[src/rtl/trace_nibble_pkg.sv]
// Shared types and constants for the branch trace nibble serializer.
// Assumes a four-bit trace bus and four size groups.
package trace_nibble_pkg;

    localparam int NIB_W = 4;

    typedef enum logic [1:0] {
        SZ_1NIB = 2'b00,
        SZ_2NIB = 2'b01,
        SZ_4NIB = 2'b10,
        SZ_8NIB = 2'b11
    } size_code_e;

    typedef enum logic {
        ST_IDLE = 1'b0,
        ST_SEND = 1'b1
    } tx_state_e;

    localparam logic [1:0]       HDR_TAG  = 2'b10;
    localparam logic [NIB_W-1:0] IDLE_NIB = 4'b0011;

endpackage

[src/rtl/trace_clkdiv.sv]
// Divides the system clock by two. It gives the forwarded trace clock
// and a step pulse that marks the cycle in which the bus may change.
// Assumes a synchronous active-low reset; the trace clock is low in reset.
module trace_clkdiv (
    input  logic clk,
    input  logic rst_n,
    output logic trc_clk,
    output logic step
);

    logic phase_q;

    // Phase toggle: one full trace clock period every two system cycles
    always_ff @(posedge clk) begin
        if (!rst_n) phase_q <= 1'b0;
        else        phase_q <= ~phase_q;
    end

    assign trc_clk = phase_q;
    assign step    = phase_q;  // the bus updates as the trace clock falls

    AST_TCLK_TOGGLES: assert property (@(posedge clk) disable iff (!rst_n)
        $past(rst_n) |-> (trc_clk != $past(trc_clk)));

endmodule

[src/rtl/trace_size_enc.sv]
// Compression decision. It compares the new address with the reference
// address over three prefix widths and returns the smallest group whose
// prefix matches. An invalid reference always gives the full-width code.
module trace_size_enc
    import trace_nibble_pkg::*;
#(
    parameter int ADDR_W = 32
) (
    input  logic [ADDR_W-1:0] new_addr,
    input  logic [ADDR_W-1:0] ref_addr,
    input  logic              ref_vld,
    output size_code_e        code
);

    localparam int N_CMP = 3;

    logic [N_CMP-1:0] hit;

    // One prefix comparator per partial group width (4, 8, 16 bits)
    for (genvar g = 0; g < N_CMP; g++) begin : g_cmp
        localparam int LO = NIB_W << g;
        assign hit[g] = ref_vld &&
                        (new_addr[ADDR_W-1:LO] == ref_addr[ADDR_W-1:LO]);
    end

    // Priority pick: the narrowest matching group wins
    always_comb begin
        if (hit[0])      code = SZ_1NIB;
        else if (hit[1]) code = SZ_2NIB;
        else if (hit[2]) code = SZ_4NIB;
        else             code = SZ_8NIB;
    end

    always_comb begin
        if (!ref_vld) AST_FIRST_FULL: assert (code == SZ_8NIB);
    end

endmodule

[src/rtl/trace_serializer.sv]
// Bus sequencer. On each step it sends the idle nibble, a header, or the
// next address nibble, least significant first. It holds the reference
// address and refreshes it once the last nibble of a transfer is out.
// Assumes that step pulses at most every other cycle and that the event
// slot stays full until it is taken.
module trace_serializer
    import trace_nibble_pkg::*;
#(
    parameter int ADDR_W = 32
) (
    input  logic              clk,
    input  logic              rst_n,
    input  logic              step,
    input  logic              ev_vld,
    input  logic [ADDR_W-1:0] ev_addr,
    input  size_code_e        ev_code,
    output logic              ev_take,
    output logic [ADDR_W-1:0] ref_addr,
    output logic              ref_vld,
    output logic              trc_sync,
    output logic [NIB_W-1:0]  trc_data
);

    localparam int MAX_NIB = ADDR_W / NIB_W;
    localparam int CNT_W   = $clog2(MAX_NIB + 1);

    tx_state_e         state_q;
    logic [ADDR_W-1:0] shift_q;
    logic [ADDR_W-1:0] full_q;
    logic [CNT_W-1:0]  left_q;

    // The event slot is taken only when a header can start on this step
    assign ev_take = step && (state_q == ST_IDLE) && ev_vld;

    // Sequencer: idle / header / address nibbles, plus the reference update
    always_ff @(posedge clk) begin
        if (!rst_n) begin
            state_q  <= ST_IDLE;
            shift_q  <= '0;
            full_q   <= '0;
            left_q   <= '0;
            ref_addr <= '0;
            ref_vld  <= 1'b0;
            trc_sync <= 1'b1;
            trc_data <= IDLE_NIB;
        end else if (step) begin
            case (state_q)
                ST_IDLE: begin
                    if (ev_vld) begin
                        trc_sync <= 1'b1;
                        trc_data <= {HDR_TAG, ev_code};
                        shift_q  <= ev_addr;
                        full_q   <= ev_addr;
                        left_q   <= CNT_W'(1) << ev_code;
                        state_q  <= ST_SEND;
                    end else begin
                        trc_sync <= 1'b1;
                        trc_data <= IDLE_NIB;
                    end
                end
                ST_SEND: begin
                    trc_sync <= 1'b0;
                    trc_data <= shift_q[NIB_W-1:0];
                    shift_q  <= shift_q >> NIB_W;
                    left_q   <= left_q - CNT_W'(1);
                    if (left_q == CNT_W'(1)) begin
                        ref_addr <= full_q;
                        ref_vld  <= 1'b1;
                        state_q  <= ST_IDLE;
                    end
                end
                default: state_q <= ST_IDLE;
            endcase
        end
    end

    AST_SYNC_AFTER_HDR: assert property (@(posedge clk) disable iff (!rst_n)
        $fell(trc_sync) |-> ($past(trc_data[3:2]) == HDR_TAG));
    AST_IDLE_PATTERN: assert property (@(posedge clk) disable iff (!rst_n)
        (trc_sync && (trc_data[3:2] != HDR_TAG)) |-> (trc_data == IDLE_NIB));
    AST_COUNT_RANGE: assert property (@(posedge clk) disable iff (!rst_n)
        (state_q == ST_SEND) |-> (left_q != '0));

endmodule

[src/rtl/trace_nibble_tx.sv]
// Top level of the branch trace nibble serializer. It holds one pending
// event, flags dropped events, and ties together the clock divider, the
// compression decision and the bus sequencer.
// Assumes the core offers at most one address per cycle and may ignore
// ready; an event offered while the slot is full is lost.
module trace_nibble_tx
    import trace_nibble_pkg::*;
#(
    parameter int ADDR_W = 32
) (
    input  logic              clk,
    input  logic              rst_n,
    input  logic              br_valid,
    input  logic [ADDR_W-1:0] br_addr,
    output logic              br_ready,
    output logic              br_ovf,
    output logic              trc_clk,
    output logic              trc_sync,
    output logic [NIB_W-1:0]  trc_data
);

    logic              step;
    logic              pend_v;
    logic [ADDR_W-1:0] pend_addr;
    logic              take;
    logic [ADDR_W-1:0] ref_addr;
    logic              ref_vld;
    size_code_e        code;

    trace_clkdiv i_clkdiv (
        .clk     (clk),
        .rst_n   (rst_n),
        .trc_clk (trc_clk),
        .step    (step)
    );

    trace_size_enc #(.ADDR_W(ADDR_W)) i_size_enc (
        .new_addr (pend_addr),
        .ref_addr (ref_addr),
        .ref_vld  (ref_vld),
        .code     (code)
    );

    trace_serializer #(.ADDR_W(ADDR_W)) i_ser (
        .clk      (clk),
        .rst_n    (rst_n),
        .step     (step),
        .ev_vld   (pend_v),
        .ev_addr  (pend_addr),
        .ev_code  (code),
        .ev_take  (take),
        .ref_addr (ref_addr),
        .ref_vld  (ref_vld),
        .trc_sync (trc_sync),
        .trc_data (trc_data)
    );

    assign br_ready = ~pend_v;

    // One-entry holding slot: filled from the core, emptied by the sequencer
    always_ff @(posedge clk) begin
        if (!rst_n) begin
            pend_v    <= 1'b0;
            pend_addr <= '0;
        end else begin
            if (take) pend_v <= 1'b0;
            if (br_valid && !pend_v) begin
                pend_v    <= 1'b1;
                pend_addr <= br_addr;
            end
        end
    end

    // Sticky drop flag: set by any offer made while the slot is full
    always_ff @(posedge clk) begin
        if (!rst_n)                 br_ovf <= 1'b0;
        else if (br_valid && pend_v) br_ovf <= 1'b1;
    end

    AST_NO_OVERFLOW: assert property (@(posedge clk) disable iff (!rst_n)
        (br_valid && !br_ready) |=> br_ovf);
    AST_OVF_STICKY: assert property (@(posedge clk) disable iff (!rst_n)
        $past(rst_n) && $past(br_ovf) |-> br_ovf);
    AST_BUS_ON_FALL: assert property (@(posedge clk) disable iff (!rst_n)
        !$stable({trc_sync, trc_data}) |-> $fell(trc_clk));
    AST_SLOT_HELD: assert property (@(posedge clk) disable iff (!rst_n)
        (!br_ready && !$past(take)) && $past(!br_ready) |-> $stable(pend_addr));

endmodule

[config.mk]
export PLATFORM = sky130hd
export DESIGN_NAME = trace_nibble_tx
export DESIGN_NICKNAME = d
export VERILOG_FILES = /design/src/rtl/trace_nibble_pkg.sv /design/src/rtl/trace_clkdiv.sv /design/src/rtl/trace_size_enc.sv /design/src/rtl/trace_serializer.sv /design/src/rtl/trace_nibble_tx.sv
export SDC_FILE = /design/constraint.sdc
export NUM_CORES = 1
export LEC_CHECK = 0
export CORE_UTILIZATION = 30
export CTS_CLUSTER_DIAMETER = 120
export DETAILED_ROUTE_END_ITERATION = 10
export SLEW_MARGIN = 5
export SYNTH_ARGS = -nofsm -noshare
export SYNTH_HDL_FRONTEND = slang
export SYNTH_SLANG_ARGS = --single-unit
[constraint.sdc]
create_clock -name clk -period 1.42 [get_ports clk]
set_clock_uncertainty 0.1 [all_clocks]
set_input_delay 0.284 -clock clk [delete_from_list [all_inputs] [get_ports clk]]
set_output_delay 0.284 -clock clk [all_outputs]
set_load 0.02 [all_outputs]
### Word-level counts from Yosys, hierarchy flattened

Index checks and enable logic that the tools add are counted.

| word-level totals | value |
|---|---|
| bits of input ports | 35 |
| register bits | 142 |
| output and inout port bits | 8 |

| operators by class | value |
|---|---|
| mux-type cells | 15 |
| bitwise operators | 3 |
| add/sub/neg operators | 1 |
| equality and inequality tests | 5 |
| shift operators | 1 |
| reductions and logical operators | 12 |

Operators by type and width:

| cell | number |
|---|---|
| $pmux 32 s2 | 1 |
| $mux 32 | 1 |
| $eq 28x28->1 | 1 |
| $eq 24x24->1 | 1 |
| $eq 16x16->1 | 1 |
| $pmux 4 s2 | 2 |
| $mux 4 | 2 |
| $logic_and 1x1->1 | 7 |
| $reduce_and 3->1 | 2 |
| $mux 1 | 5 |
| $eq 4x1->1 const B | 1 |
| $mux 2 | 2 |
| $pmux 1 s2 | 2 |
| $shl 1x2->4 const A | 1 |
| $sub 4x1->4 const B | 1 |
| $not 1->1 | 3 |
| $ne 2x2->1 const B | 1 |
| $reduce_and 2->1 | 1 |
| $reduce_bool 2->1 | 1 |
| $logic_not 1->1 | 1 |

### Longest topological paths before layout

| logic depth | value |
|---|---|
| depth in word-level cells | 8 |
| depth in mapped cells | 8 |

### By module

From an unflattened synthesis, not the netlist that was laid out.

| second synthesis, totals | value |
|---|---|
| cells, all modules | 677 |
| area, all modules | 6118.4 um^2 |

By module, submodules not included:

| module | cells an instance | area an instance (um^2) | times used | seq. area each (um^2) |
|---|---|---|---|---|
| trace_serializer | 488 | 4361.7 | 1 | 2142.1 |
| trace_nibble_tx | 147 | 1393.8 | 1 | 680.7 |
| trace_size_enc | 39 | 321.6 | 1 | 0.0 |
| trace_clkdiv | 3 | 41.3 | 1 | 20.0 |

### Worst setup path before layout

No wires, ideal clock.

| timing | value |
|---|---|
| path kind | register -> register |
| start | reg i_clkdiv.phase_q, in the netlist i_clkdiv.step |
| end | reg i_ser.left_q[2] |
| library setup time | 0.124 ns |
| arrival time | 1.429 ns |
| path buffers | 3 |
| setup slack | -0.233 ns |
| stages on the path, launching flop included | 8 |
| period minus slack after synthesis | 1.653 ns |
| path through | dfxtp_1 clkbuf_1 o21a_1 clkbuf_1 buf_2 o21ai_0 a21oi_1 o22ai_1 |

| between the ends | value |
|---|---|
| word-level cells in the longest chain between the ends | 1 |

RTL lines:

| what | line | source |
|---|---|---|
| from (decl) | trace_clkdiv.sv:11 | `logic phase_q;` |
| from (signal assigned) | trace_clkdiv.sv:16 | `else phase_q <= ~phase_q;` |
| $reduce_and 2->1 (no source line) | -- |  |
| to (signal assigned) | trace_serializer.sv:54 | `left_q <= CNT_W'(1) << ev_code;` |
| to (signal assigned) | trace_serializer.sv:65 | `left_q <= left_q - CNT_W'(1);` |
| to (decl) | trace_serializer.sv:30 | `logic [CNT_W-1:0] left_q;` |

Every way passes these cells.
A chain may end at the register's enable or synchronous reset.

### Worst setup path in the final report

| timing | value |
|---|---|
| start | reg pend_addr[21] |
| end | reg i_ser.left_q[0] |

| between the ends | value |
|---|---|
| word-level cells in the longest chain between the ends | 8 |

RTL lines:

| what | line | source |
|---|---|---|
| from (decl) | trace_nibble_tx.sv:24 | `logic [ADDR_W-1:0] pend_addr;` |
| from (signal assigned) | trace_nibble_tx.sv:69 | `pend_addr <= br_addr;` |
| $eq 16x16->1 | trace_size_enc.sv:23 | `(new_addr[ADDR_W-1:LO] == ref_addr[ADDR_W-1:LO]);` |
| $logic_and 1x1->1 | trace_size_enc.sv:22 | `assign hit[g] = ref_vld &&` |
| $mux 1 | trace_size_enc.sv:30 | `else if (hit[2]) code = SZ_4NIB;` |
| $mux 2 | trace_size_enc.sv:29 | `else if (hit[1]) code = SZ_2NIB;` |
| $mux 2 * | trace_size_enc.sv:28 | `if (hit[0]) code = SZ_1NIB;` |
| $shl 1x2->4 * | trace_serializer.sv:54 |  |
| $mux 4 * | trace_serializer.sv:49 | `if (ev_vld) begin` |
| $pmux 4 s2 * | trace_serializer.sv:47 | `case (state_q)` |

Every way passes the cells marked *; elsewhere a longest branch is shown, timed or not. The select of a mux whose other input is x is not followed.

==> flow_summary.yaml <==
outcome:
  status: "finished, violations left"
  violations: "DRC, setup timing"
sta:
  post-route-period-util_pct: 118
  rsz0062_at_grt: "yes"
  hold_viol: 0
  fmax_mhz: 598
  setup_violations: 35
  report.final.slew_viol_count: 0
  max_slew_margin_pct: 77.8
  fin_ws_ns: -0.253
  period_minus_slack_ns: 1.67
  worstMarginPinSlew_ns: 0.333
global_route:
  grt_max_degree: 88
  grt_usage_pct: 15.7
  grt_first_pass_wirelength_um: 23100
  grt-ovfl-total: 0
  antenna_found_initial: 0
  grt_pass1_vias: 4471
job:
  drv_cap: 0
critical_path:
  reg2reg_from: "pend_addr[21]$_SDFFE_PN0P_"
  r2r_end: "i_ser.left_q[0]$_SDFFE_PN0P_"
  critPathSlowestCell: "or4_4"
  cpLargestDelayFamily: "simple AND/OR/NAND/NOR gates"
  cp-start-kind: "flop"
  cpPeakStageDelay_ns: 0.47
  endpoint_kind: "flop"
  ff2ff_setup_slack_ns: -0.25
  worstPathCellList: "xor2_1 -> nor4_2 -> nand3_1 -> or4_4 -> o21ai_2"
  crit_arrival_ns: 1.93
  worstSetupPathType: "reg2reg"
  critPathBufInv: 0
  critPathMaxFanout: 3
  crit_required_ns: 1.68
  rr_worst_depth: 5
logic_synthesis:
  synth_top_area_cell: "dfxtp_1"
  synth-edff-count: 0
  yosys_warnings: 0
  syn_area_per_cell_um2: 8.70
  ys_types: 34
  yosysMostFrequentCell: "nand2_1"
  synth.yosys.seq_area_share_pct: 48.0
  ys_ff_latch: 134
  yosysTopAreaCellShare_pct: 48.0
  synthArstFlopShare_pct: 0
  synth.area.top_cells: "dfxtp_1, nand2_1, a21boi_0"
  syn-num-nets: 680
  syn_inst: 643
  syn-cell-area_um2: 5590
  synth-main-ff-cell: "dfxtp_1"
  synth_commonest_cells: "nand2_1, dfxtp_1, a21boi_0, clkbuf_1"
power_and_ir_drop:
  leakage_nw: 3.04
  power.density_nw_per_um2: 1270
  peakVddDrop_mv: 0.889
cells_and_area:
  fin_nets: 760
  syn_to_final_growth_pct: 35.7
  final_area_um2: 7590
  final_layout_size_suffix_gt1_share_pct: 19.2
  seq_area_um2: 2700
  antenna_cells: 0
  nFillCells: 1798
  multi_input_comb_area_um2: 2820
worst_hold_path:
  min_to: "i_ser.left_q[3]$_SDFFE_PN0P_"
  hold_depth: 3
  hold_class: "in2reg"
  min-delay-start: "rst_n"
detailed_routing:
  avgRoutedWirePerCell_um: 15.6
  drtPass1Iterations: 9
  drtIter0Drc: 330
  routed_wl_um: 15100
  routed_via_density: 4.74
  postRouteAntennaNets: 0
  vias: 4578
  remaining_drc_errors: 4
floorplan:
  rows: 49
  io_pins: 43
  start_util_pct: 30.8
  die_w_um: 139
  core-area_um2: 18100
  dieArea_um2: 19200
  die_h_um: 139
clocking:
  cts_tree: "built"
  numClockSinks: 134
  clkTransAtPathRegs_ns: 0.06
  htreeDepth: 4
  numCtsBuffers: 17
  cts-root-buf: "clkbuf_16"
  max-clock-path-buffers: 2
  insertion_delay_ns: 0.42
place:
  placed_area_um2: 6640
  gp_congestion: 0.778
  pre_cts_ws_ns: -0.296
  port-buffer-count: 42
  dp_hpwl_um: 8520
==> worst max path at each step <==
| stage | start | to | depth (start not counted) |
|---|---|---|---|
| 2_1_floorplan | pend_addr[25]$_SDFFE_PN0P_ | i_ser.left_q[1]$_SDFFE_PN0P_ | 5 |
| 3_3_place_gp | pend_addr[25]$_SDFFE_PN0P_ | i_ser.left_q[0]$_SDFFE_PN0P_ | 5 |
| 3_5_place_dp | pend_addr[25]$_SDFFE_PN0P_ | i_ser.left_q[1]$_SDFFE_PN0P_ | 5 |
| 4_1_cts | pend_addr[23]$_SDFFE_PN0P_ | i_ser.left_q[1]$_SDFFE_PN0P_ | 5 |
| 5_1_grt | pend_addr[23]$_SDFFE_PN0P_ | i_ser.left_q[0]$_SDFFE_PN0P_ | 5 |
| 6_report | pend_addr[21]$_SDFFE_PN0P_ | i_ser.left_q[0]$_SDFFE_PN0P_ | 5 |
==> state kept, by name, summed over array words and instances, names as in the netlist <==
signal and flops:
br_ovf 1, i_clkdiv.step 1, i_ser.full_q 28, i_ser.left_q 4, i_ser.ref_addr 28, i_ser.ref_vld 1
i_ser.shift_q 32, i_ser.state_q 1, i_ser.trc_data 4, i_ser.trc_sync 1, pend_addr 32, pend_v 1
==> worst reg2reg max path: cells and delay by family, from the launching register on <==
kind            cells  cell delay, ns
compound gates      1            0.14
simple gates        3            0.88
flops               1            0.32
xor+xnor            1            0.17
==> report_power, final <==
| part | switching [mW] | total (mW) | internal, mW |
|---|---|---|---|
| clock | 1.59 | 4.62 | 3.03 |
| sequential | 0.0938 | 3.99 | 3.90 |
| combinational | 0.491 | 0.994 | 0.503 |
| total | 2.18 | 9.61 | 7.43 |
==> layout make-up <==
type	instances	share of cell area, %
inverters	4	0.198
flip-flops and latches	134	35.5
clock inverters	8	1.93
well taps	229	3.77
multi-input cells	458	37.1
clock buffers	24	6.21
repair buffers	108	15.3
==> layer usage <==
metal  share of wire (%)  track usage [%]  wire (um)  vias to the layer above
met5                   0                0          0                        -
met4                 2.3             8.57        341                        0
met3                 3.6             3.14        544                       25
met2                  47             24.7       7050                       81
met1                  47             20.1       7170                     2146
li1                    -                -          -                     2326
==> timing repair <==
item                                    CTS  global route
cloned                                    4             5
endpoints found under the setup margin   61            65
resized for setup                        49            79
pin swaps                                 2             6
setup buffers                             1             0
hold buffers                              0             0
==> cell usage in the layout, fill, tap and decap left out, types with 2 or more instances in the layout <==
| cell | instances |
|---|---|
| dfxtp_4 | 3 |
| nand2_2 | 15 |
| a21oi_1 | 8 |
| nand3_1 | 4 |
| clkdlybuf4s50_1 | 33 |
| buf_2 | 6 |
| a21boi_0 | 24 |
| clkinv_2 | 2 |
| buf_16 | 4 |
| nor2_1 | 4 |
| o21ai_0 | 9 |
| clkbuf_8 | 2 |
| clkbuf_16 | 22 |
| nand2_1 | 201 |
| nor2b_1 | 2 |
| mux2i_1 | 27 |
| dfxtp_2 | 2 |
| bufinv_16 | 4 |
| dfxtp_1 | 129 |
| buf_4 | 48 |
| o22ai_1 | 2 |
| nor3_1 | 3 |
| o211a_1 | 28 |
| nand2b_1 | 2 |
| clkbuf_1 | 5 |
| buf_12 | 8 |
| xor2_1 | 4 |
| inv_2 | 2 |
| nand4_1 | 7 |
| a21boi_1 | 68 |
| buf_6 | 4 |
| xnor2_1 | 24 |
| inv_1 | 2 |
| nor2b_4 | 2 |
| o21ai_2 | 3 |
==> stage by stage <==
stage               power [mW]  TNS (ns)  std cells  util [%]  hold slack [ns]
global placement          4.96     -8.31        923      36.6            0.343
CTS                       9.60     -2.93        960      40.8           0.0834
detailed placement        4.96     -9.24        923      36.6            0.346
global route              9.97     -4.90        965      41.8           0.0921
floorplan                 4.55    -0.846        643         -            0.321
finish                    9.61     -2.76        965      41.8            0.105
==> kinds of logic (layout without fill, tap and decap cells) <==
family	after synthesis	count (layout)	share of synthesized area, %
muxes	28	28	5.01
AOI/OAI and AO/OA	148	148	20.3
and+or+nand+nor	252	252	18.2
xor gates and xnor gates	28	28	4.38
adders and majority gates	2	2	0.447
DFF	134	134	48.0
buffers and inverters	51	144	3.67
(Power assumes the default switching activity.)
